**config.mk**
```make
export PLATFORM = sky130hd
export DESIGN_NAME = uframe_sof_keeper
export DESIGN_NICKNAME = d
export VERILOG_FILES = /design/src/rtl/uframe_pkg.sv /design/src/rtl/uframe_wr_gate.sv /design/src/rtl/uframe_idx_ctr.sv /design/src/rtl/uframe_sof_ctr.sv /design/src/rtl/uframe_sof_keeper.sv
export SDC_FILE = /design/constraint.sdc
export NUM_CORES = 1
export LEC_CHECK = 0
export CAP_MARGIN = 20
export CORE_MARGIN = 4
export CORE_UTILIZATION = 40
export DETAILED_ROUTE_END_ITERATION = 7
export PLACE_DENSITY = 0.86
export RECOVER_POWER = 50
export SLEW_MARGIN = 20
export SYNTH_ARGS = -nofsm -noshare
export SYNTH_HDL_FRONTEND = slang
export SYNTH_SLANG_ARGS = --single-unit
```
**constraint.sdc**
```tcl
create_clock -name clk -period 2.5 [get_ports clk]
set_clock_uncertainty 0.1 [all_clocks]
set_input_delay 0.5 -clock clk [delete_from_list [all_inputs] [get_ports clk]]
set_output_delay 0.5 -clock clk [all_outputs]
set_load 0.01 [all_outputs]
```
**src/rtl/uframe_pkg.sv**
```systemverilog
`timescale 1ns/1ps
package uframe_pkg;

  typedef enum logic [1:0] {
    WR_NONE   = 2'd0,
    WR_TAKE   = 2'd1,
    WR_REFUSE = 2'd2
  } wr_verdict_e;

endpackage

```
**src/rtl/uframe_wr_gate.sv**
```systemverilog
`timescale 1ns/1ps
module uframe_wr_gate
  import uframe_pkg::*;
#(
  parameter int BE_W  = 4,
  parameter int SUB_W = 3
) (
  input  logic              wr_en,
  input  logic [BE_W-1:0]   wr_be,
  input  logic [SUB_W-1:0]  wr_low,
  input  logic              halted,
  input  logic              run_stop,
  output wr_verdict_e       verdict,
  output logic              low_warn
);

  function automatic logic full_word(input logic [BE_W-1:0] be);
    return &be;
  endfunction

  function automatic logic may_write(input logic h, input logic rs);
    return h & ~rs;
  endfunction

  function automatic logic bad_low(input logic [SUB_W-1:0] low);
    return (low == '0) || (&low);
  endfunction

  always_comb begin
    if (!wr_en)
      verdict = WR_NONE;
    else if (full_word(wr_be) && may_write(halted, run_stop))
      verdict = WR_TAKE;
    else
      verdict = WR_REFUSE;
  end

  assign low_warn = (verdict == WR_TAKE) && bad_low(wr_low);

endmodule

```
**src/rtl/uframe_idx_ctr.sv**
```systemverilog
`timescale 1ns/1ps
module uframe_idx_ctr #(
  parameter int IDX_W = 14
) (
  input  logic             clk,
  input  logic             rst_n,
  input  logic             adv,
  input  logic             load,
  input  logic [IDX_W-1:0] load_val,
  output logic [IDX_W-1:0] idx
);

  function automatic logic [IDX_W-1:0] idx_next(input logic [IDX_W-1:0] v);
    return v + 1'b1;
  endfunction

  always_ff @(posedge clk) begin
    if (!rst_n)
      idx <= '0;
    else if (load)
      idx <= load_val;
    else if (adv)
      idx <= idx_next(idx);
  end

endmodule

```
**src/rtl/uframe_sof_ctr.sv**
```systemverilog
`timescale 1ns/1ps
module uframe_sof_ctr #(
  parameter int SOF_W = 11,
  parameter int SUB_W = 3
) (
  input  logic             clk,
  input  logic             rst_n,
  input  logic             adv,
  input  logic [SUB_W-1:0] cur_low,
  input  logic             load,
  input  logic [SOF_W-1:0] load_val,
  output logic [SOF_W-1:0] sof
);

  function automatic logic leaves_zero(input logic [SUB_W-1:0] low);
    return low == '0;
  endfunction

  function automatic logic [SOF_W-1:0] sof_next(input logic [SOF_W-1:0] v);
    return v + 1'b1;
  endfunction

  logic step;
  assign step = adv && leaves_zero(cur_low);

  always_ff @(posedge clk) begin
    if (!rst_n)
      sof <= '0;
    else if (load)
      sof <= load_val;
    else if (step)
      sof <= sof_next(sof);
  end

endmodule

```
**src/rtl/uframe_sof_keeper.sv**
```systemverilog
`timescale 1ns/1ps
module uframe_sof_keeper
  import uframe_pkg::*;
#(
  parameter  int REG_W  = 32,
  parameter  int BE_W   = 4,
  parameter  int IDX_W  = 14,
  parameter  int SUB_W  = 3,
  localparam int SOF_W  = IDX_W - SUB_W,
  localparam int LIST_W = IDX_W - SUB_W - 1
) (
  input  logic              clk,
  input  logic              rst_n,
  input  logic              halted,
  input  logic              run_stop,
  input  logic              uframe_tick,
  input  logic              wr_en,
  input  logic [BE_W-1:0]   wr_be,
  input  logic [REG_W-1:0]  wr_data,
  output logic [REG_W-1:0]  rd_data,
  output logic [IDX_W-1:0]  index_o,
  output logic [SOF_W-1:0]  sof_num,
  output logic [LIST_W-1:0] list_idx,
  output logic              wr_err,
  output logic              wr_warn
);

  wr_verdict_e verdict;
  logic        low_warn;
  logic        adv;
  logic        wr_accept;
  logic        wr_reject;
  logic        unused_rsvd;

  assign adv       = uframe_tick & run_stop & ~halted;
  assign wr_accept = (verdict == WR_TAKE);
  assign wr_reject = (verdict == WR_REFUSE);
  assign unused_rsvd = ^wr_data[REG_W-1:IDX_W];

  uframe_wr_gate #(
    .BE_W  (BE_W),
    .SUB_W (SUB_W)
  ) u_gate (
    .wr_en    (wr_en),
    .wr_be    (wr_be),
    .wr_low   (wr_data[SUB_W-1:0]),
    .halted   (halted),
    .run_stop (run_stop),
    .verdict  (verdict),
    .low_warn (low_warn)
  );

  uframe_idx_ctr #(
    .IDX_W (IDX_W)
  ) u_idx (
    .clk      (clk),
    .rst_n    (rst_n),
    .adv      (adv),
    .load     (wr_accept),
    .load_val (wr_data[IDX_W-1:0]),
    .idx      (index_o)
  );

  uframe_sof_ctr #(
    .SOF_W (SOF_W),
    .SUB_W (SUB_W)
  ) u_sof (
    .clk      (clk),
    .rst_n    (rst_n),
    .adv      (adv),
    .cur_low  (index_o[SUB_W-1:0]),
    .load     (wr_accept),
    .load_val (wr_data[IDX_W-1:SUB_W]),
    .sof      (sof_num)
  );

  always_ff @(posedge clk) begin
    if (!rst_n) begin
      wr_err  <= 1'b0;
      wr_warn <= 1'b0;
    end else begin
      wr_err  <= wr_reject;
      wr_warn <= low_warn;
    end
  end

  assign list_idx = index_o[IDX_W-2:SUB_W];
  assign rd_data  = {{(REG_W-IDX_W){1'b0}}, index_o};

endmodule

```
==> results.yml, run 1 <==
placement:
  post-dp-hpwl_mm: 3.53
  io_buffers: 74
  gp_routability_congestion: 0.856
  place_area_um2: 2360
clock_tree:
  cts_tree: "yes"
  post_cts_resized: 0
  clkTransAtPathRegs_ns: 0.09
  numCtsBuffers: 3
  clock_latency_ns: 0.27
  clkSinkCount: 27
  postCtsSetupBuffers: 0
  cts.path.max_buffers: 2
  cts_hold_buf: 0
  cts-root-buf: "clkbuf_8"
  htreeDepth: 1
power:
  power.leakage_nw: 0.931
  power_frac_comb: 0.146
  p_per_area_nw_per_um2: 338
  swShare: 0.245
  p_clk_frac: 0.304
  switching_power_mw: 0.198
  ir_worst_vdd_v: 0.000196
  seqPwrFrac: 0.550
  internal_power_mw: 0.612
finish:
  fin_nets: 305
  stdcell_area_um2: 2400
  layout_common_cells: "clkdlybuf4s50_1 (41), dlygate4sd3_1 (33), dfxtp_1 (27)"
  n_antenna_cell: 0
  syn_to_final_growth_pct: 32.4
  layout_commonest_cell: "clkdlybuf4s50_1"
  final_layout_size_suffix_gt1_frac: 0.0695
die:
  die_h_um: 75.3
  core_area_um2: 4380
  pin_count: 111
  num_rows: 24
  die_w_um: 75.3
  dieArea_um2: 5670
  start_util: 0.413
run_status:
  status: "finished clean"
synth:
  syn_inst: 209
  yosysTopAreaCell: "dfxtp_1"
  synthDistinctLibCells: 42
  ys_ff_latch: 27
  async_flop_share: 0
  synth_flop_cell: "dfxtp_1"
  netlist_area_um2: 1810
  synth-edff-count: 0
  yosys-top-cells-area: "dfxtp_1 (30%), buf_4 (18%), xnor2_1 (8.7%)"
  syn_area_per_cell_um2: 8.67
  synth_top_cell_area_share: 0.298
  yosysWarnings: 0
  ys_seq_area_frac: 0.298
global_routing:
  grt_max_degree: 43
  overflow: 0
  antenna_found_initial: 0
  grt_pass1_wl_mm: 6.94
  grt_pass1_vias: 1474
  grtUsageTotal: 0.155
critical_path:
  worst-path-buf-inv: 2
  slowest_stage: "dlygate4sd3_1"
  worstPathMaxFanout: 42
  crit_chain: "dlygate4sd3_1 > and4b_2 > nand4_1 > buf_12 > o21ai_0 > a21oi_1"
  critPathLaunchType: "input pin"
  critical_path_class: "in2reg"
  max_stage_delay_ns: 0.62
  cp.arrival_ns: 2.19
  endpoint_kind: "register"
  critPathTopFamily: "buffers and inverters"
  worstPathRequired_ns: 2.55
detailed_routing:
  ant_nets: 0
  wirelength_mm: 4.57
  drc: 0
  first_pass_iters: 5
  vias: 1605
  drt_iter0_drc: 164
  wl_per_cell_um: 14.7
  viasPerCell: 5.16
timing:
  period_share: 0.856
  setup_violations: 0
  hold_violations: 0
  rsz0062_at_grt: "no"
  period_minus_slack_ns: 2.14
  finalSetupTns_ns: 0
  slew_viol_final: 0
  fmax_ghz: 0.467
run:
  drv_cap: 0
worst_hold_path:
  hold_class: "reg2reg"
==> synthesized netlist by cell type (3+ instances only) <==
master and instances:
nand4b_1 3, nor2_1 8, buf_2 3, nand2_1 13
a21oi_1 19, ha_1 3, o21ai_0 9, dfxtp_1 27
buf_4 43, xnor2_1 18, nand3_1 6, nand4_1 5
a211oi_1 3, inv_1 6, nor4_1 3, nor3_1 7
==> flip-flops by register name, summed over array words and instances (netlist names) <==
name       count
u_idx.idx     14
u_sof.sof     11
wr_err         1
wr_warn        1
==> cell type report <==
type                       count  area [um2]
sequential                    27         541
timing repair buffer          78         783
inverter                       6        22.5
clock buffer                   4        45.0
tap                           52        65.1
fill                         416        1990
multi-input combinational    144         942
==> power groups by stage <==
stage	clock, mW	sequential (mW)	combinational, mW
2_1_floorplan	0	0.456	0.0722
3_3_place_gp	0	0.456	0.118
3_5_place_dp	0	0.456	0.120
4_1_cts	0.249	0.446	0.120
5_1_grt	0.268	0.447	0.128
6_report	0.246	0.446	0.118
==> metal layers <==
metal / wire length, um / track usage / part of all wire / vias to the layer above
met1: 1850 / 0.207 / 0.41 / 750
met3: 361 / 0.0264 / 0.079 / 4
met5: 0 / 0 / 0 / -
met4: 52 / 0.0505 / 0.011 / 0
li1: - / - / - / 777
met2: 2300 / 0.256 / 0.50 / 74
==> logic make-up after synthesis <==
group	share of synthesized area
AOI/OAI and AO/OA	0.125
xor gates and xnor gates	0.0919
and+or+nand+nor	0.243
adders and majority gates	0.0207
buffers and inverters	0.213
DFF	0.298
muxes	0.00553
other	0.00207
==> final timing paths <==
check	start	end	slack [ns]	cells past startpoint
max	halted	u_sof.sof[4]$_SDFFE_PN0P_	0.36	6
min	u_sof.sof[10]$_SDFFE_PN0P_	u_sof.sof[10]$_SDFFE_PN0P_	0.44	2
max reg2reg	u_idx.idx[1]$_SDFFE_PN0P_	u_idx.idx[12]$_SDFFE_PN0P_	0.69	5
min reg2reg	u_sof.sof[10]$_SDFFE_PN0P_	u_sof.sof[10]$_SDFFE_PN0P_	0.44	2
==> stage by stage <==
step                hold WS (ns)  setup WS, ns  power (mW)   util  std cells
floorplan                  0.450         0.893       0.528      -        226
finish                     0.443         0.360       0.810  0.547        311
global route               0.497         0.282       0.842  0.547        311
CTS                        0.447         0.457       0.815  0.549        311
global placement           0.427         0.200       0.574  0.538        307
detailed placement         0.431         0.189       0.575  0.538        307
==> worst reg2reg max path: cells and delay by family, from the launching register on <==
family          cells  cell delay (ns)
flops               1             0.51
simple gates        2             0.60
xor+xnor            1             0.17
fa+ha+maj           1             0.23
compound gates      1             0.08
No activity file was read; power rests on OpenSTA's default activity.
==> inputs of run 2 (changes only) <==
- ABC_CLOCK_PERIOD_IN_PS: unset -> 2500
- CORE_UTILIZATION: 40 -> 50
- DONT_BUFFER_PORTS: unset -> 1
- PLACE_DENSITY: 0.86 -> unset
- TNS_END_PERCENT: unset -> 10
==> results.yml, run 2 (synthesis gave the netlist of run 1 again) <==
run_status:
  status: "finished clean"
worst_hold_path:
  hold_end: "wr_err$_SDFF_PN0_"
  min_from: "wr_be[1]"
  hold_class: "in2reg"
  worstHoldPathCells: 1
clock_tree:
  numCtsBuffers: 3
  postCtsSetupBuffers: 0
  clkSinkCount: 27
  cts_tree: "yes"
  clkTransAtPathRegs_ns: 0.16
  htreeDepth: 1
  clock_latency_ns: 0.34
  cts_hold_buf: 0
  cts-root-buf: "clkbuf_4"
  cts.path.max_buffers: 2
  post_cts_resized: 0
die:
  die_w_um: 68.2
  pin_count: 111
  core_area_um2: 3420
  num_rows: 21
  start_util: 0.530
  die_h_um: 68.2
  dieArea_um2: 4650
critical_path:
  r2r-end: "u_idx.idx[10]$_SDFFE_PN0P_"
  worstPathMaxFanout: 8
  max_stage_delay_ns: 0.62
  endpoint_kind: "register"
  slowest_stage: "dfxtp_1"
  critical_path_class: "reg2reg"
  cp.arrival_ns: 2.06
  reg2reg_slack_ns: 0.55
  critPathLaunchType: "register"
  critPathTopFamily: "simple AND/OR/NAND/NOR gates"
  rr_startpoint: "u_idx.idx[0]$_SDFFE_PN0P_"
  worstPathRequired_ns: 2.61
  worst-path-buf-inv: 0
  reg2regPathDepth: 5
  crit_chain: "ha_1 > nand4b_2 > nor4_1 > xnor2_1 > a21oi_1"
global_routing:
  antenna_found_initial: 0
  overflow: 0
  grt_max_degree: 43
  grt_pass1_wl_mm: 6.09
  grt_pass1_vias: 1207
  grtUsageTotal: 0.172
timing:
  rsz0062_at_grt: "no"
  setup_violations: 0
  tightest_slew_ns: 0.742
  fmax_ghz: 0.514
  finalSetupTns_ns: 0
  slew_viol_final: 0
  slew_headroom: 0.506
  period_share: 0.778
  hold_violations: 0
  period_minus_slack_ns: 1.95
finish:
  n_antenna_cell: 0
  layout_commonest_cell: "dfxtp_1"
  top_regs: "u_idx.idx x14, u_sof.sof x11"
  regMostFlops: "u_idx.idx"
  syn_to_final_growth_pct: -10.4
  stdcell_area_um2: 1620
  final_layout_size_suffix_gt1_frac: 0.102
  largest_reg_flops: 14
  fin_nets: 232
  layout_common_cells: "dfxtp_1 (27), a21oi_1 (19), xnor2_1 (18), conb_1 (18), nand2_1 (13)"
placement:
  gp_routability_congestion: 0.746
  place_area_um2: 1610
  io_buffers: 0
  post-dp-hpwl_mm: 2.93
detailed_routing:
  ant_nets: 0
  first_pass_iters: 4
  wl_per_cell_um: 16.5
  drt_iter0_drc: 54
  drc: 0
  vias: 1319
  wirelength_mm: 3.82
  viasPerCell: 5.69
power:
  p_per_area_nw_per_um2: 432
  power.leakage_nw: 0.555
  ir_worst_vdd_v: 0.000219
  total_power_mw: 0.701
run:
  drv_cap: 0
## run 2: worst max path at each step
stage / start / depth (start not counted) / to / slack, ns
2_1_floorplan: u_idx.idx[1]$_SDFFE_PN0P_ / 5 / u_idx.idx[10]$_SDFFE_PN0P_ / 0.89
3_3_place_gp: halted / 4 / u_sof.sof[1]$_SDFFE_PN0P_ / 0.59
3_5_place_dp: halted / 4 / u_sof.sof[1]$_SDFFE_PN0P_ / 0.56
4_1_cts: u_idx.idx[0]$_SDFFE_PN0P_ / 5 / u_idx.idx[10]$_SDFFE_PN0P_ / 0.58
5_1_grt: u_idx.idx[0]$_SDFFE_PN0P_ / 5 / u_idx.idx[10]$_SDFFE_PN0P_ / 0.39
6_report: u_idx.idx[0]$_SDFFE_PN0P_ / 5 / u_idx.idx[10]$_SDFFE_PN0P_ / 0.55
## run 2: final cells by class
cell class / instances / area, um2
clock inverter: 1 / 5.00
timing repair buffer: 5 / 27.5
fill: 358 / 1790
inverter: 6 / 22.5
tap: 46 / 57.6
clock buffer: 3 / 22.5
sequential: 27 / 541
multi-input combinational: 144 / 948
## run 2: power by group
group | internal, mW | switching, mW
registers | 0.437 | 0.0139
logic | 0.0161 | 0.0348
clock network | 0.0601 | 0.139
total | 0.513 | 0.188
## run 2: worst register-to-register path, cell delays in order (launching register included)
cell	delay, ns
dfxtp_1	0.62
ha_1	0.24
nand4b_2	0.22
nor4_1	0.41
xnor2_1	0.16
a21oi_1	0.08
## run 2: metrics by stage
step | std cells | setup slack, ns | utilization | hold slack (ns)
final | 232 | 0.554 | 0.475 | 0.131
after global routing | 232 | 0.385 | 0.475 | 0.116
after CTS | 232 | 0.577 | 0.478 | 0.118
after detailed placement | 228 | 0.560 | 0.470 | 0.473
after global placement | 228 | 0.590 | 0.470 | 0.469
after floorplan | 226 | 0.893 | - | 0.450
## run 2: metal layers
| layer | vias to the layer above | track usage | share of wire |
|---|---|---|---|
| li1 | 631 | - | - |
| met1 | 612 | 0.228 | 0.44 |
| met2 | 74 | 0.273 | 0.44 |
| met3 | 2 | 0.0411 | 0.11 |
| met4 | 0 | 0.0546 | 0.0055 |
| met5 | - | 0 | 0 |
